### config.mk
export PLATFORM = sky130hd
export DESIGN_NAME = stsirq_top
export DESIGN_NICKNAME = d
export VERILOG_FILES = /design/src/rtl/stsirq_pkg.sv /design/src/rtl/stsirq_sync.sv /design/src/rtl/stsirq_detect.sv /design/src/rtl/stsirq_regs.sv /design/src/rtl/stsirq_top.sv
export SDC_FILE = /design/constraint.sdc
export NUM_CORES = 1
export LEC_CHECK = 0
export ABC_AREA = 1
export BUFFER_PORTS_ARGS = -buffer_cell sky130_fd_sc_hd__buf_2
export CORE_ASPECT_RATIO = 1.5
export CORE_MARGIN = 1
export CORE_UTILIZATION = 62
export CTS_BUF_LIST = sky130_fd_sc_hd__clkbuf_4
export DETAILED_ROUTE_END_ITERATION = 12
export PLACE_DENSITY = 0.86
export SYNTH_ARGS = -nofsm -noshare
export SYNTH_HDL_FRONTEND = slang
export SYNTH_SLANG_ARGS = --single-unit
### constraint.sdc
create_clock -name clk -period 3 [get_ports clk]
set_clock_uncertainty 0.1 [all_clocks]
set_input_delay 0.3 -clock clk [delete_from_list [all_inputs] [get_ports clk]]
set_output_delay 0.3 -clock clk [all_outputs]
set_load 0.02 [all_outputs]
### src/rtl/stsirq_pkg.sv
package stsirq_pkg;
  localparam logic [11:0] OFS_ENABLE = 12'h830;
  localparam logic [11:0] OFS_MASK   = 12'h834;
  localparam logic [11:0] OFS_TYPE   = 12'h838;
  localparam logic [11:0] OFS_POL    = 12'h83C;
  localparam logic [11:0] OFS_MSTAT  = 12'h840;
  localparam logic [11:0] OFS_RSTAT  = 12'h844;
  localparam logic [11:0] OFS_EOI    = 12'h84C;
  localparam logic [11:0] OFS_PORT   = 12'h850;
endpackage

### src/rtl/stsirq_sync.sv
module stsirq_sync #(
  parameter int WIDTH  = 12,
  parameter int STAGES = 2
) (
  input  logic             clk,
  input  logic             rst_n,
  input  logic [WIDTH-1:0] d,
  output logic [WIDTH-1:0] q
);
  logic [WIDTH-1:0] stg_q [STAGES];
  logic [WIDTH-1:0] stg_d [STAGES];

  for (genvar i = 0; i < STAGES; i++) begin : g_stage
    if (i == 0) begin : g_first
      always_comb stg_d[i] = d;
    end else begin : g_next
      always_comb stg_d[i] = stg_q[i-1];
    end
    always_ff @(posedge clk or negedge rst_n) begin
      if (!rst_n) stg_q[i] <= '0;
      else        stg_q[i] <= stg_d[i];
    end
  end

  assign q = stg_q[STAGES-1];
endmodule

### src/rtl/stsirq_detect.sv
module stsirq_detect (
  input  logic clk,
  input  logic rst_n,
  input  logic s,
  input  logic en,
  input  logic edge_mode,
  input  logic act_high,
  input  logic clr,
  output logic pend
);
  logic prev_q, pend_q, pend_d;
  logic active, evt;

  always_comb begin
    active = act_high ? s : ~s;
    evt    = act_high ? (s & ~prev_q) : (~s & prev_q);
    if (!en)            pend_d = 1'b0;
    else if (edge_mode) pend_d = evt | (pend_q & ~clr);
    else                pend_d = active & ~clr;
  end

  always_ff @(posedge clk or negedge rst_n) begin
    if (!rst_n) begin
      prev_q <= 1'b0;
      pend_q <= 1'b0;
    end else begin
      prev_q <= s;
      pend_q <= pend_d;
    end
  end

  assign pend = pend_q;

  AST_DISABLED_QUIET: assert property (@(posedge clk) disable iff (!rst_n)
    !en |=> !pend_q);
  AST_LEVEL_TRACK: assert property (@(posedge clk) disable iff (!rst_n)
    (en && !edge_mode && (s == act_high) && !clr) |=> pend_q);
  AST_LEVEL_EOI: assert property (@(posedge clk) disable iff (!rst_n)
    (!edge_mode && clr) |=> !pend_q);
  AST_EDGE_HOLD: assert property (@(posedge clk) disable iff (!rst_n)
    (en && edge_mode && pend_q && !clr) |=> pend_q);
endmodule

### src/rtl/stsirq_regs.sv
module stsirq_regs
  import stsirq_pkg::*;
#(
  parameter int NBITS = 12,
  parameter int DW    = 32
) (
  input  logic             clk,
  input  logic             rst_n,
  input  logic             wr,
  input  logic [11:0]      addr,
  input  logic [DW-1:0]    wdata,
  input  logic [NBITS-1:0] raw,
  input  logic [NBITS-1:0] port,
  output logic [NBITS-1:0] en,
  output logic [NBITS-1:0] mask,
  output logic [NBITS-1:0] typ,
  output logic [NBITS-1:0] pol,
  output logic [NBITS-1:0] eoi,
  output logic [DW-1:0]    rdata
);
  localparam int PAD = DW - NBITS;

  logic [NBITS-1:0] en_q, mask_q, typ_q, pol_q;
  logic             we_en, we_mask, we_typ, we_pol;
  logic [NBITS-1:0] rd_bits;

  always_comb begin
    we_en   = wr && (addr == OFS_ENABLE);
    we_mask = wr && (addr == OFS_MASK);
    we_typ  = wr && (addr == OFS_TYPE);
    we_pol  = wr && (addr == OFS_POL);
    eoi     = (wr && (addr == OFS_EOI)) ? wdata[NBITS-1:0] : '0;
  end

  always_ff @(posedge clk or negedge rst_n) begin
    if (!rst_n) begin
      en_q   <= '0;
      mask_q <= '0;
      typ_q  <= '0;
      pol_q  <= '0;
    end else begin
      if (we_en)   en_q   <= wdata[NBITS-1:0];
      if (we_mask) mask_q <= wdata[NBITS-1:0];
      if (we_typ)  typ_q  <= wdata[NBITS-1:0];
      if (we_pol)  pol_q  <= wdata[NBITS-1:0];
    end
  end

  always_comb begin
    case (addr)
      OFS_ENABLE: rd_bits = en_q;
      OFS_MASK:   rd_bits = mask_q;
      OFS_TYPE:   rd_bits = typ_q;
      OFS_POL:    rd_bits = pol_q;
      OFS_MSTAT:  rd_bits = raw & ~mask_q;
      OFS_RSTAT:  rd_bits = raw;
      OFS_PORT:   rd_bits = port;
      default:    rd_bits = '0;
    endcase
    rdata = {{PAD{1'b0}}, rd_bits};
  end

  assign en   = en_q;
  assign mask = mask_q;
  assign typ  = typ_q;
  assign pol  = pol_q;
endmodule

### src/rtl/stsirq_top.sv
module stsirq_top
  import stsirq_pkg::*;
#(
  parameter int NBITS       = 12,
  parameter int DW          = 32,
  parameter int SYNC_STAGES = 2
) (
  input  logic             clk,
  input  logic             rst_n,
  input  logic [NBITS-1:0] sts_in,
  input  logic             bus_wr,
  input  logic [11:0]      bus_addr,
  input  logic [DW-1:0]    bus_wdata,
  output logic [DW-1:0]    bus_rdata,
  output logic             irq
);
  logic [NBITS-1:0] s_sync, en, mask, typ, pol, eoi, raw;

  stsirq_sync #(.WIDTH(NBITS), .STAGES(SYNC_STAGES)) u_sync (
    .clk(clk), .rst_n(rst_n), .d(sts_in), .q(s_sync)
  );

  stsirq_regs #(.NBITS(NBITS), .DW(DW)) u_regs (
    .clk(clk), .rst_n(rst_n), .wr(bus_wr), .addr(bus_addr),
    .wdata(bus_wdata), .raw(raw), .port(s_sync), .en(en), .mask(mask),
    .typ(typ), .pol(pol), .eoi(eoi), .rdata(bus_rdata)
  );

  for (genvar b = 0; b < NBITS; b++) begin : g_bit
    stsirq_detect u_det (
      .clk(clk), .rst_n(rst_n), .s(s_sync[b]), .en(en[b]),
      .edge_mode(typ[b]), .act_high(pol[b]), .clr(eoi[b]), .pend(raw[b])
    );
  end

  assign irq = |(raw & ~mask);

  AST_PORT_UPPER: assert property (@(posedge clk) disable iff (!rst_n)
    (bus_addr == OFS_PORT) |-> (bus_rdata[DW-1:NBITS] == '0));
  AST_IRQ_NEEDS_RAW: assert property (@(posedge clk) disable iff (!rst_n)
    irq |-> (raw != '0));
endmodule

# Word level (Yosys, flattened, before mapping)
# Index checks and enable logic that the tools add are counted.
# op_classes
order_cmp	0
n_eq_ne	8
div_mod_pow	0
addsub	0
multipliers	0
muxes	50
shifts	0
n_reduce_logical	6
bitwise_logic	98
# ops
op	count
$eq 12x12->1 const B	8
$pmux 12 s7	1
$and 1x1->1	48
$mux 1	48
$not 1->1	36
$and 12x12->12	1
$mux 12	1
$not 12->12	1
$or 1x1->1	12
$reduce_or 12->1	1
$logic_and 1x1->1	5
# word_totals
mem_count	0
register_bits	96
out_inout_bits	33
inputBits	59
latch_bits	0
mem_bits_ro	0
mem_bits_rw	0
wordCells	192

# Logic depth before layout (Yosys ltp)
# Gate-level depths: netlist (run 1).
# depth
ltp_word	8
mapped_depth	10
depth_no_buf	9

# By module
# Synthesis (run 1) repeated with hierarchy kept, for this count alone.
# hier_totals
cells_unflattened	759
area_unflattened_um2	5341.4
# by_module_without_submodules
mod	area_each_um2	instances	seq_area_each_um2	cells_per_inst
stsirq_regs	3203.1	1	1201.2	486
stsirq_detect	117.6	12	50.0	18
stsirq_sync	600.6	1	600.6	24
stsirq_top	126.4	1	0.0	33

# Least setup slack after synthesis (run 1)
# OpenSTA, ideal clock, no wires.
# synth_path
kind	input port to output port
start	in bus_addr[11]
end	out bus_rdata[5]
n_path_buf	1
path_stages	9
arrival_time_ps	1297
required_ps	2600
path_slack_ps	1303
path_cell_list	inv_1 > nor2_1 > nand2_2 > nor2_4 > buf_4 > nand2_1 > nor2_1 > nor2_1 > nand2_1
# synth_via
elab_chain_len	2
word_cells_on_any_way	8
classes_between	eq/ne (7); mux (1)
# synth_lines
item	line	source
start, declared	stsirq_top.sv:12	input logic [11:0] bus_addr,
$eq 12x12->1	stsirq_regs.sv:50	case (addr)
$pmux 12 s7 *	stsirq_regs.sv:50	
end, declared	stsirq_top.sv:14	output logic [DW-1:0] bus_rdata,
# Every way passes the cells marked *; elsewhere a longest branch is shown, timed or not.

# Worst setup path in the final report (run 1)
# layout_path
start	in bus_addr[9]
end	out bus_rdata[1]
# Same word-level chain as after synthesis.

==> metrics, run 1 <==
deepest clock path buffer count 2; Register-to-Register Setup Slack 1.86 ns; largest area contributor in the netlist dfrtp_1; Area growth syn-to-layout 12.5%; depth of the CTS H-tree 3; wire length of the first global-routing pass 19.0 mm; # port buffers 51; Vias 4387; grt total ovfl 0; overall die width 74.0 um; number of rows created at floorplan 39; Worst Tran Pin Value 0.548 ns; post-cts repair resize count 0; final critical-path share of the clock period 73.7%; overall fraction of global-route tracks in use 31.4%; detailed-route vias per instance 5.48; share of the synthesized area in the top cell type 49.8%; Total Die Area 8140 um^2; cells taking the most area after synthesis dfrtp_1, nand2_1, nand3_1, inv_1, nor2_1; post-route total power 2.27 mW; clock transition time at the flip-flop clock pins of the worst setup and hold paths 0.14 ns; result of the run finished, final reports clean; Max stage delay on crit path 0.33 ns; Pre-antenna DRT Iters 5; initial antenna violation count 0; VDD IR-drop max 0.000455 V; core box area 7560 um^2; critical path launch point type input pin; worst-path fanout max 10; kind of cell with the highest combined delay on the critical path simple AND/OR/NAND/NOR gates; type of the worst min-delay path in -> reg; Post-synth ARST share 100%; count of state elements after synthesis 96; post-synthesis sequential area ratio 49.8%; via count of the first global-routing pass 4221; starting density of the core 63.7%; number of instances in the synthesized netlist 626; CTS Hold Buffers Added 13; number of flops mapped to enable cells by yosys 0; clock tree from TritonCTS done; Ant. Diodes 0; top cells by count, synth nand2_1, dfrtp_1, nand3_1; static power due to leakage 2.76 nW; largest net degree at the start of global routing 66; share of post-route cells with drive strength above 1 13.2%; WL final 11.6 mm; mean instance size in the synthesized netlist 7.70 um^2; top flip-flop cell by instance count after synthesis dfrtp_1; Setup Crit Path Kind in -> out; number of library cell types mapped by synthesis 25; clock latency at the later pin of the worst-skew pair 0.46 ns; number of nets with antenna violations after detailed routing 0; Finish-stage setup viols 0; drc violations 0; post-layout utilization of the core 71.7%; number of buffers created by CTS 9; number of maximum-capacitance constraint violations 0; area of the multi-input gates 1970 um^2; worst path required time 2.60 ns; time the final worst path needs with I/O delays and setup 2.21 ns; post-detail-place hpwl 7.81 mm; normalized max-slew margin 63.3%; number of nets in the final layout 752; cell with the largest stage delay on the worst path nand2_1; number of violations reported at the end of detailed-routing iteration 0 424; setup repair after global routing missed its margin false; Clock Sink Count 96; power per standard cell area 419 nW/um^2; endpoint kind of the worst setup timing path output pin; final slew viol count 0; Vert. Die Dim 110 um; global placer's final weighted congestion 0.863; wire length per cell after detailed routing 14.5 um; library cell with the highest instance count after synthesis nand2_1; accumulated negative setup slack 0 ns; Filler cells 600; cell area after synthesis 4820 um^2; Final Hold Vio Count 0; Fmax achieved 453 MHz; signal arrival time at the worst endpoint 1.81 ns; footprint of the flip-flops and latches 2400 um^2; number of warnings issued by yosys 0; IO Count 92; Bufs and invs on worst path 2; number of post-CTS setup repair buffers 0; cells along the critical path buf_2 -> nor2_1 -> nand2_2 -> nor2_4 -> nand2_1 -> o21ai_0 -> nor2_1 -> nand2_1 -> buf_2; root cell of the clock tree clkbuf_4
-- layout by cell type, fill, tap and decap left out, drive strengths merged --
| cell | Yosys | final |
|---|---|---|
| dfrtp | 96 | 96 |
| conb | 1 | 20 |
| a21oi | 12 | 12 |
| nor4 | 2 | 2 |
| buf | 40 | 65 |
| and3 | 1 | 1 |
| bufinv | 0 | 2 |
| a31oi | 3 | 3 |
| clkinvlp | 0 | 2 |
| nor3 | 3 | 3 |
| inv | 69 | 69 |
| dlygate4sd3 | 0 | 13 |
| o211ai | 9 | 9 |
| clkbuf | 1 | 10 |
| clkinv | 0 | 2 |
| nand3 | 87 | 87 |
| nand2 | 171 | 171 |
| nor2 | 68 | 68 |
| o21ai | 62 | 62 |
| nand3b | 1 | 1 |
-- worst min-delay path: cells and delay by family --
family / cells / cell delay, ns
compound gates: 1 / 0.12
buf+inv: 2 / 0.16
-- per-stage QoR --
stage | instance area (um^2) | setup WS [ns] | hold slack [ns] | std cells
floorplan | 4890 | 1.30 | -0.0956 | 645
global route | 5420 | 0.667 | 0.0520 | 800
finish | 5420 | 0.790 | 0.0513 | 800
global placement | 5130 | 0.840 | 0.155 | 771
CTS | 5420 | 0.801 | 0.0430 | 800
detailed placement | 5130 | 0.831 | 0.161 | 771
-- path summary, 6_finish.rpt --
| kind | start | endpoint | depth (start not counted) |
|---|---|---|---|
| max in group asynchronous | rst_n | u_regs.mask[7] | 3 |
| min in group asynchronous | rst_n | u_sync.stg_d[2] | 2 |
| min | bus_wdata[10] | u_regs.typ[10] | 3 |
| max | bus_addr[9] | bus_rdata[1] | 9 |
| min reg2reg | u_sync.stg_d[1] | u_sync.q[1] | 0 |
| max reg2reg | u_sync.q[2] | g_bit[2].u_det.pend | 6 |
-- state kept, by name, indices dropped and copies added (netlist names) --
register            count
u_regs.mask            12
u_regs.en              12
g_bit.u_det.prev_q     12
u_sync.q               12
u_regs.pol             12
u_regs.typ             12
g_bit.u_det.pend       12
u_sync.stg_d           12
-- layout make-up --
cell class,count,area share [%]
inverter,69,4.78
clock inverter,6,1.55
clock buffer,10,1.38
multi-input combinational,439,36.3
timing repair buffer,78,9.32
sequential,96,44.3
tap,102,2.35
-- power breakdown --
| group | internal, mW | leakage (nW) | total (mW) | switching [mW] |
|---|---|---|---|---|
| Clock | 0.343 | 0.0800 | 0.770 | 0.427 |
| Sequential | 1.32 | 1.26 | 1.34 | 0.0184 |
| Combinational | 0.0513 | 1.43 | 0.161 | 0.109 |
-- cell families (layout without fill, tap and decap cells) --
| group | after synthesis | in the layout | share of synthesized area (%) |
|---|---|---|---|
| buf+inv | 110 | 163 | 10.9 |
| simple gates | 333 | 333 | 29.7 |
| other cells | 1 | 20 | 0.0778 |
| flops | 96 | 96 | 49.8 |
| compound gates | 86 | 86 | 9.48 |
-- layer usage --
metal	vias to the layer above	GRT usage, %	part of all wire [%]
met1	2049	38.5	38
met4	0	16.1	3.3
li1	2101	-	-
met2	202	52.4	51
met5	-	0	0
met3	35	5.73	7.1
Power figures use the tool's default switching activity.
==> run 2: changes to the inputs <==
Settings changed: CORE_UTILIZATION 62 to 57, PLACE_DENSITY 0.86 to 0.8.
Clock period 3 ns to 2.15 ns, I/O delays scaled along.
==> metrics, run 2 (same netlist as run 1, synthesis figures left out) <==
result of the run finished, final reports clean; root cell of the clock tree clkbuf_4; endpoint kind of the worst setup timing path output pin; Setup Crit Path Kind reg -> out; via count of the first global-routing pass 4198; clock tree from TritonCTS done; worst path required time 1.84 ns; Finish-stage setup viols 0; Final Hold Vio Count 0; type of the worst min-delay path in -> reg; cells along the critical path inv_1 -> nor2_1 -> nor4_1 -> nand3_1 -> buf_2; Area growth syn-to-layout 15.6%; detailed-route vias per instance 5.35; commonest non-fill, non-tap cell in the layout nand2_1; setup repair after global routing missed its margin false; deepest clock path buffer count 2; drc violations 0; number of maximum-capacitance constraint violations 0; accumulated negative setup slack 0 ns; commonest non-fill, non-tap cells in the layout nand2_1, dfrtp_1, nand3_1; largest net degree at the start of global routing 47; number of nets with antenna violations after detailed routing 0; share of post-route cells with drive strength above 1 13.5%; overall die width 77.1 um; Clock Sink Count 96; post-cts repair resize count 0; Fmax achieved 501 MHz; post-place instance area 5210 um^2; number of nets in the final layout 771; worst-path fanout max 2; Total Die Area 8830 um^2; number of post-CTS setup repair buffers 0; time the final worst path needs with I/O delays and setup 2.00 ns; Filler cells 675; core box area 8110 um^2; total non-filler cell area in the finished layout 5570 um^2; IO Count 92; final setup slack of the worst path 0.152 ns; Worst Tran Pin Value 0.552 ns; number of violations reported at the end of detailed-routing iteration 0 355; Register-to-Register Setup Slack 0.99 ns; post-place setup slack 0.176 ns; global placer's final weighted congestion 0.878; VDD IR-drop max 0.000401 V; kind of cell with the highest combined delay on the critical path simple AND/OR/NAND/NOR gates; Vert. Die Dim 115 um; wire length of the first global-routing pass 19.2 mm; wire length on met3 584 um; grt total ovfl 0; number of rows created at floorplan 40; Pre-antenna DRT Iters 5; wire length per cell after detailed routing 14.2 um; max layer used met4; overall fraction of global-route tracks in use 28.5%; detailed-routing wirelength on met1 4.74 mm; Ant. Diodes 0; # port buffers 51; Bufs and invs on worst path 2; normalized max-slew margin 63.1%; post-layout utilization of the core 68.7%; WL final 11.6 mm; Max stage delay on crit path 0.41 ns; critical path launch point type flip-flop; clock latency at the later pin of the worst-skew pair 0.46 ns; final slew viol count 0; number of buffers created by CTS 9; power per standard cell area 530 nW/um^2; final worst hold slack 0.0606 ns; cell with the largest stage delay on the worst path dfrtp_1; signal arrival time at the worst endpoint 1.68 ns; post-route total power 2.95 mW; final standard cell count with taps included and fillers excluded 821; static power due to leakage 2.83 nW; final critical-path share of the clock period 92.9%; CTS Hold Buffers Added 25; Vias 4391; placed cell count 781; clock transition time at the flip-flop clock pins of the worst setup and hold paths 0.14 ns; initial antenna violation count 0; starting density of the core 59.4%; depth of the CTS H-tree 3; post-detail-place hpwl 8.05 mm; met2 wire len 5.80 mm
run 2: final cells by class:
| cell class | count | area [um^2] | area share, % |
|---|---|---|---|
| Clock buffer | 11 | 82.6 | 1.48 |
| Multi-Input combinational cell | 439 | 1970 | 35.3 |
| Clock inverter | 4 | 22.5 | 0.404 |
| Tap cell | 105 | 131 | 2.36 |
| Sequential cell | 96 | 2400 | 43.1 |
| Inverter | 69 | 259 | 4.65 |
| Timing Repair Buffer | 97 | 703 | 12.6 |
run 2: where the power goes:
part | switching, mW | leakage [nW] | internal [mW]
sequential | 0.0260 | 1.26 | 1.84
clock | 0.584 | 0.0540 | 0.251
combinational | 0.156 | 1.52 | 0.0894
total | 0.766 | 2.83 | 2.18
run 2: worst min-delay path: stages:
cell and delay (ns):
buf_2 0.13, nand3_2 0.17, o21ai_1 0.08
run 2: path summary, 6_finish.rpt:
path | from | end | depth (start not counted)
setup / recovery | g_bit[8].u_det.pend | irq | 5
hold / removal | bus_wr | u_regs.en[2] | 3
setup reg to reg | u_sync.q[1] | g_bit[1].u_det.pend | 6
hold reg to reg | u_sync.stg_d[0] | u_sync.q[0] | 0
max in group asynchronous | rst_n | u_regs.typ[10] | 3
min in group asynchronous | rst_n | g_bit[11].u_det.pend | 2
run 2: routing by layer:
layer | global-route usage, % | vias to the layer above
met4 | 19.4 | 0
met5 | 0 | -
met2 | 48.1 | 162
li1 | - | 2137
met1 | 34.6 | 2055
met3 | 2.95 | 37
